[config.mk]
export PLATFORM = sky130hd
export DESIGN_NAME = burst_col_seq
export DESIGN_NICKNAME = d
export VERILOG_FILES = /design/src/rtl/bcs_pkg.sv /design/src/rtl/bcs_mode_decode.sv /design/src/rtl/bcs_beat_gen.sv /design/src/rtl/bcs_ctrl.sv /design/src/rtl/burst_col_seq.sv
export SDC_FILE = /design/constraint.sdc
export NUM_CORES = 1
export LEC_CHECK = 0
export CORE_UTILIZATION = 50
export DETAILED_ROUTE_END_ITERATION = 8
export PLACE_DENSITY = 0.84
export SYNTH_ARGS = -nofsm -noshare
export SYNTH_HDL_FRONTEND = slang
export SYNTH_SLANG_ARGS = --single-unit
[constraint.sdc]
create_clock -name clk -period 3 [get_ports clk]
set_clock_uncertainty 0.2 [all_clocks]
set_input_delay 0.45 -clock clk [delete_from_list [all_inputs] [get_ports clk]]
set_output_delay 0.45 -clock clk [all_outputs]
set_load 0.02 [all_outputs]
[src/rtl/bcs_pkg.sv]
package bcs_pkg;
  // widest burst is 8 beats, so three offset bits
  localparam int OFFS_W = 3;

  localparam logic [2:0] BLEN_CODE_2 = 3'b001;
  localparam logic [2:0] BLEN_CODE_4 = 3'b010;
  localparam logic [2:0] BLEN_CODE_8 = 3'b011;

  typedef enum logic {
    ORDER_SEQ = 1'b0,
    ORDER_XOR = 1'b1
  } order_e;

  typedef struct packed {
    logic [OFFS_W-1:0] mask;   // BL-1
    order_e            order;
  } mode_t;
endpackage

[src/rtl/bcs_mode_decode.sv]
module bcs_mode_decode
  import bcs_pkg::*;
(
  input  logic [2:0] blen_code_i,
  input  logic       order_i,
  output mode_t      mode_o,
  output logic       illegal_o
);

  always_comb begin
    mode_o.order = order_e'(order_i);
    illegal_o    = 1'b0;
    case (blen_code_i)
      BLEN_CODE_2: mode_o.mask = 3'b001;
      BLEN_CODE_4: mode_o.mask = 3'b011;
      BLEN_CODE_8: mode_o.mask = 3'b111;
      default: begin
        // unknown codes fall back to the longest burst
        mode_o.mask = 3'b111;
        illegal_o   = 1'b1;
      end
    endcase
  end

endmodule

[src/rtl/bcs_beat_gen.sv]
module bcs_beat_gen
  import bcs_pkg::*;
#(
  parameter int COL_W = 10
) (
  input  logic [COL_W-1:0]  base_col_i,
  input  mode_t             mode_i,
  input  logic [OFFS_W-1:0] beat_i,
  output logic [COL_W-1:0]  col_o
);

  logic [OFFS_W-1:0] start_offs;
  logic [OFFS_W-1:0] seq_offs;
  logic [OFFS_W-1:0] xor_offs;
  logic [OFFS_W-1:0] pick_offs;

  assign start_offs = base_col_i[OFFS_W-1:0];
  assign seq_offs   = start_offs + beat_i;
  assign xor_offs   = start_offs ^ beat_i;

  always_comb begin
    pick_offs = (mode_i.order == ORDER_XOR) ? xor_offs : seq_offs;
  end

  // per-bit merge, moving bits only below the block boundary
  generate
    for (genvar b = 0; b < OFFS_W; b++) begin : g_low
      assign col_o[b] = mode_i.mask[b] ? pick_offs[b] : base_col_i[b];
    end
  endgenerate

  assign col_o[COL_W-1:OFFS_W] = base_col_i[COL_W-1:OFFS_W];

endmodule

[src/rtl/bcs_ctrl.sv]
module bcs_ctrl
  import bcs_pkg::*;
#(
  parameter int COL_W = 10
) (
  input  logic              clk,
  input  logic              rst_n,
  input  logic              start_i,
  input  logic [COL_W-1:0]  start_col_i,
  input  mode_t             mode_i,
  input  logic              illegal_i,
  output logic              busy_o,
  output logic              last_o,
  output logic              err_o,
  output logic [COL_W-1:0]  base_col_o,
  output mode_t             mode_q_o,
  output logic [OFFS_W-1:0] beat_o
);

  logic              busy_q, busy_d;
  logic [OFFS_W-1:0] beat_q, beat_d;
  logic              err_q, err_d;
  mode_t             mode_q;
  logic [COL_W-1:0]  base_q;
  logic              accept;
  logic              last;

  assign accept = start_i & ~busy_q;
  assign last   = busy_q & (beat_q == mode_q.mask);

  always_comb begin
    busy_d = busy_q;
    beat_d = beat_q;
    if (accept) begin
      busy_d = 1'b1;
      beat_d = '0;
    end else if (last) begin
      busy_d = 1'b0;
    end else if (busy_q) begin
      beat_d = beat_q + 1'b1;
    end
    err_d = accept & illegal_i;
  end

  always_ff @(posedge clk or negedge rst_n) begin
    if (!rst_n) begin
      busy_q <= 1'b0;
      beat_q <= '0;
      err_q  <= 1'b0;
    end else begin
      busy_q <= busy_d;
      beat_q <= beat_d;
      err_q  <= err_d;
    end
  end

  // burst parameters load only on an accepted start
  always_ff @(posedge clk or negedge rst_n) begin
    if (!rst_n) begin
      mode_q <= '0;
      base_q <= '0;
    end else if (accept) begin
      mode_q <= mode_i;
      base_q <= start_col_i;
    end
  end

  assign busy_o     = busy_q;
  assign last_o     = last;
  assign err_o      = err_q;
  assign base_col_o = base_q;
  assign mode_q_o   = mode_q;
  assign beat_o     = beat_q;

  AST_ACCEPT_STARTS: assert property (@(posedge clk) disable iff (!rst_n)
    accept |=> busy_q && beat_q == '0);
  AST_READY_AFTER_LAST: assert property (@(posedge clk) disable iff (!rst_n)
    last |=> !busy_q);
  AST_BUSY_HOLDS: assert property (@(posedge clk) disable iff (!rst_n)
    busy_q && !last |=> busy_q);
  AST_MODE_FROZEN: assert property (@(posedge clk) disable iff (!rst_n)
    busy_q && !last |=> $stable(mode_q) && $stable(base_q));
  AST_ERR_ONE_CYCLE: assert property (@(posedge clk) disable iff (!rst_n)
    err_q |=> !err_q);

endmodule

[src/rtl/burst_col_seq.sv]
module burst_col_seq
  import bcs_pkg::*;
#(
  parameter int COL_W = 10
) (
  input  logic             clk,
  input  logic             rst_n,
  input  logic             start_i,
  input  logic [COL_W-1:0] start_col_i,
  input  logic [2:0]       blen_i,
  input  logic             order_i,
  output logic             ready_o,
  output logic [COL_W-1:0] col_o,
  output logic             col_valid_o,
  output logic             col_last_o,
  output logic             blen_err_o
);

  // reset: asserted asynchronously, released on a clock edge
  logic rst_meta_q, rst_sync_q;
  always_ff @(posedge clk or negedge rst_n) begin
    if (!rst_n) begin
      rst_meta_q <= 1'b0;
      rst_sync_q <= 1'b0;
    end else begin
      rst_meta_q <= 1'b1;
      rst_sync_q <= rst_meta_q;
    end
  end

  mode_t             dec_mode;
  logic              dec_illegal;
  mode_t             run_mode;
  logic [COL_W-1:0]  run_base;
  logic [OFFS_W-1:0] run_beat;
  logic              busy;
  logic              last;
  logic              err;

  bcs_mode_decode i_decode (
    .blen_code_i (blen_i),
    .order_i     (order_i),
    .mode_o      (dec_mode),
    .illegal_o   (dec_illegal)
  );

  bcs_ctrl #(.COL_W(COL_W)) i_ctrl (
    .clk         (clk),
    .rst_n       (rst_sync_q),
    .start_i     (start_i),
    .start_col_i (start_col_i),
    .mode_i      (dec_mode),
    .illegal_i   (dec_illegal),
    .busy_o      (busy),
    .last_o      (last),
    .err_o       (err),
    .base_col_o  (run_base),
    .mode_q_o    (run_mode),
    .beat_o      (run_beat)
  );

  bcs_beat_gen #(.COL_W(COL_W)) i_beat (
    .base_col_i (run_base),
    .mode_i     (run_mode),
    .beat_i     (run_beat),
    .col_o      (col_o)
  );

  assign ready_o     = ~busy;
  assign col_valid_o = busy;
  assign col_last_o  = last;
  assign blen_err_o  = err;

  AST_BLOCK_FIXED: assert property (@(posedge clk) disable iff (!rst_sync_q)
    col_valid_o && !col_last_o |=> col_o[COL_W-1:OFFS_W] == $past(col_o[COL_W-1:OFFS_W]));
  AST_LAST_IS_VALID: assert property (@(posedge clk) disable iff (!rst_sync_q)
    col_last_o |-> col_valid_o && !ready_o);

endmodule

==> key figures <==
Synthesis
  – Cell area after synthesis: 1070 sq um
  – Netlist cell types: 31
  – Avg Cell Area, Syn: 11.3 sq um
  – Register area share after synthesis: 49.1%
  – Post-synthesis sequential element count: 21
  – Top-area cell type share of the netlist area: 49.1%
  – Yosys warns: 0
  – Synth area leaders: dfrtp_1 49%, mux2_2 12%, buf_4 4.9%, ha_1 3.5%, xnor2_1 3.3%
  – Cell count after synthesis: 95
  – Post-Syn Nets: 116
  – Post-synth top area cell: dfrtp_1

Global route
  – Global-route wire length before repair: 2900 microns
  – GRT Resource Usage Total: 18.8%
  – Largest net degree at the start of global routing: 20
  – Initial antenna violation count: 0
  – Overflow after GRT: 0
  – Vias in the first global route: 703

Routing
  – First-pass iteration count of the detailed router: 4
  – DRC: 0
  – Drt total wl: 1890 microns
  – Drt via density: 5.14
  – WL/cell: 12.6 microns
  – Post-route ant nets: 0
  – DRT iter0 DRCs: 11
  – Via Count: 771

Cells and area
  – Layout cell share with drive strength beyond 1: 16.3%
  – Fin nets: 145
  – Ant. Diodes: 0
  – Filler cell count: 147
  – Area growth, synth to finish: 29.8%
  – Fin area: 1390 sq um
  – Layout Cells excl Fill: 150

Power and ir drop
  – Sequential power share: 33.4%
  – Max IR drop VDD: 0.000759 V
  – Clk network pwr share: 9.2%
  – Post-route total power: 1.47 mW
  – Switching share of power: 40.1%
  – Pint: 0.883 mW
  – Sw power: 0.591 mW
  – Leakage: 0.599 nW
  – Power per cell area: 1060 nW/um^2
  – Comb pwr share: 57.4%

Setup path
  – Req. time, crit path: 2350 ps
  – Critical R2R Capture: i_ctrl.beat_o[0]
  – CP endpoint kind: output pin
  – Reg2Reg Depth: 4
  – Critical path startpoint category: flip-flop
  – CP Data Arrival Time: 2150 ps
  – FF-to-FF Start: i_ctrl.beat_o[1]
  – Crit Path Max Fanout: 6
  – R2R setup slack: 1180 ps
  – CP Class: flip-flop to output pin

Die
  – Ports: 31
  – Die width: 48.3 microns
  – Die area: 2330 sq um
  – Initial Utilization: 54.0%
  – Chip height: 48.3 microns
  – Row cnt: 16
  – Core area: 1980 sq um

Placement
  – DP Wirelength: 1490 microns
  – RePlAce Congestion: 0.783
  – Placed instance count: 146
  – Placed cell area: 1360 sq um
  – Port buffer count: 30

Clock network
  – CTS Buf Count: 3
  – Clock sinks: 21
  – H-tree depth: 1
  – Worst-skew pair later-pin latency: 300 ps
  – Reg clk slew, reported paths: 120 ps
  – CTS tree: yes
  – Root Driver: clkbuf_4
  – CTS Buffer Depth: 2

Job
  – Max-cap violations: 0

STA
  – Max Clk Rate: 0.357 GHz
  – Fin. Hold Viols: 0
  – Setup violations, final: 0
  – RSZ-0062 raised after global routing: false
  – Slew of the pin with the lowest slew margin: 762 ps
  – Tmin final: 2800 ps
  – Rel. slew slack: 49.2%
  – WHS: 94.4 ps
  – Pins Over Slew Limit: 0
  – Final setup TNS: 0 ps
  – Fin crit share: 93.4%

Hold path
  – Hold Path Class: input pin to async pin

Status
  – Outcome: completed
final cells by class:
type                    instances  area [sq um]  share of cell area (%)
flip-flops and latches         21           526                    37.8
multi-input cells              60           457                    32.9
repair buffers                 34           332                    23.9
well taps                      27          33.8                    2.43
clock buffers                   3          22.5                    1.62
inverters                       4          15.0                    1.08
clock inverters                 1          5.00                   0.360
power by group through the flow:
stage	clock network, mW	registers, mW	logic (mW)
after detailed placement	0	0.502	0.861
after global placement	0	0.491	0.838
after CTS	0.141	0.495	0.854
after global routing	0.150	0.516	0.913
final	0.136	0.492	0.846
after floorplan	0	0.495	0.591
how the worst max path moves through the flow:
stage	startpoint	to	slack (ps)	depth (start not counted)
after floorplan	i_ctrl.beat_o[0]	col_o[2]	730	6
after global placement	i_ctrl.base_col_o[0]	col_o[2]	320	7
after detailed placement	i_ctrl.base_col_o[0]	col_o[2]	300	7
after CTS	i_ctrl.base_col_o[0]	col_o[1]	30	7
after global routing	i_ctrl.base_col_o[0]	col_o[2]	70	7
final	i_ctrl.beat_o[1]	col_last_o	200	5
critical path, stage by stage (launching register included):
cell and delay [ps]:
dfrtp_1 390, buf_4 160, xor2_1 180, or3_1 420, nor2_1 100, clkdlybuf4s50_1 600
cells in the mapped netlist, drive strengths merged:
cell type  number
dfrtp          21
mux2           11
buf            10
nor2            8
inv             4
xnor2           4
a21oi           3
ha              3
nand2           3
o21ai           3
xor2            3
nand3           2
nor2b           2
nor3            2
o21a            2
a211o           1
a221o           1
a31oi           1
a32o            1
and2            1
and3            1
conb            1
fa              1
mux2i           1
nor4            1
o31ai           1
or2             1
or3             1
or4             1
through the flow:
stage	setup WS [ps]	util [%]
after global placement	316	68.7
after global routing	65.2	70.1
final	197	70.1
after CTS	31.9	70.0
after detailed placement	302	68.7
after floorplan	732	-
cell families after synthesis:
group / count (synthesis) / synth area share (%)
buffers and inverters: 14 / 8.29
adder cells (fa/ha/maj): 4 / 5.37
other: 1 / 0.350
XOR/XNOR: 7 / 5.72
AO/OA/AOI/OAI: 13 / 8.18
flip-flops: 21 / 49.1
AND/OR/NAND/NOR: 23 / 10.5
multiplexers: 12 / 12.5
routing by layer:
layer / vias up / GRT usage [%] / part of all wire, % / wire [microns]
met5: - / 0 / 0 / 0
met4: 0 / 11.1 / 1.6 / 31
met3: 4 / 4.44 / 4.9 / 93
met1: 374 / 21.5 / 40 / 747
li1: 371 / - / - / -
met2: 22 / 31.7 / 54 / 1010
timing repair:
item	4_1_cts	5_1_grt
hold buffers	0	0
setup buffers	0	0
resized for setup	1	1
endpoints found under the setup margin	1	1
flip-flops by register name (all words and copies together), names as in the netlist:
register	cells
i_ctrl.base_col_o	10
i_ctrl.beat_o	3
i_ctrl.busy_o	1
i_ctrl.err_o	1
i_ctrl.mode_q_o	4
rst_meta_q	1
rst_sync_q	1
cell usage in the layout (no fill, tap or decap), drive strengths merged, types with 2 or more instances in the layout:
master         instances
a21oi                  3
buf                    4
clkbuf                 3
clkdlybuf4s50         28
dfrtp                 21
ha                     3
inv                    4
mux2                  11
nand2                  3
nand3                  2
nor2                   8
nor2b                  2
nor3                   2
o21a                   2
o21ai                  3
xnor2                  4
xor2                   3
No activity file was read; power rests on OpenSTA's default activity.
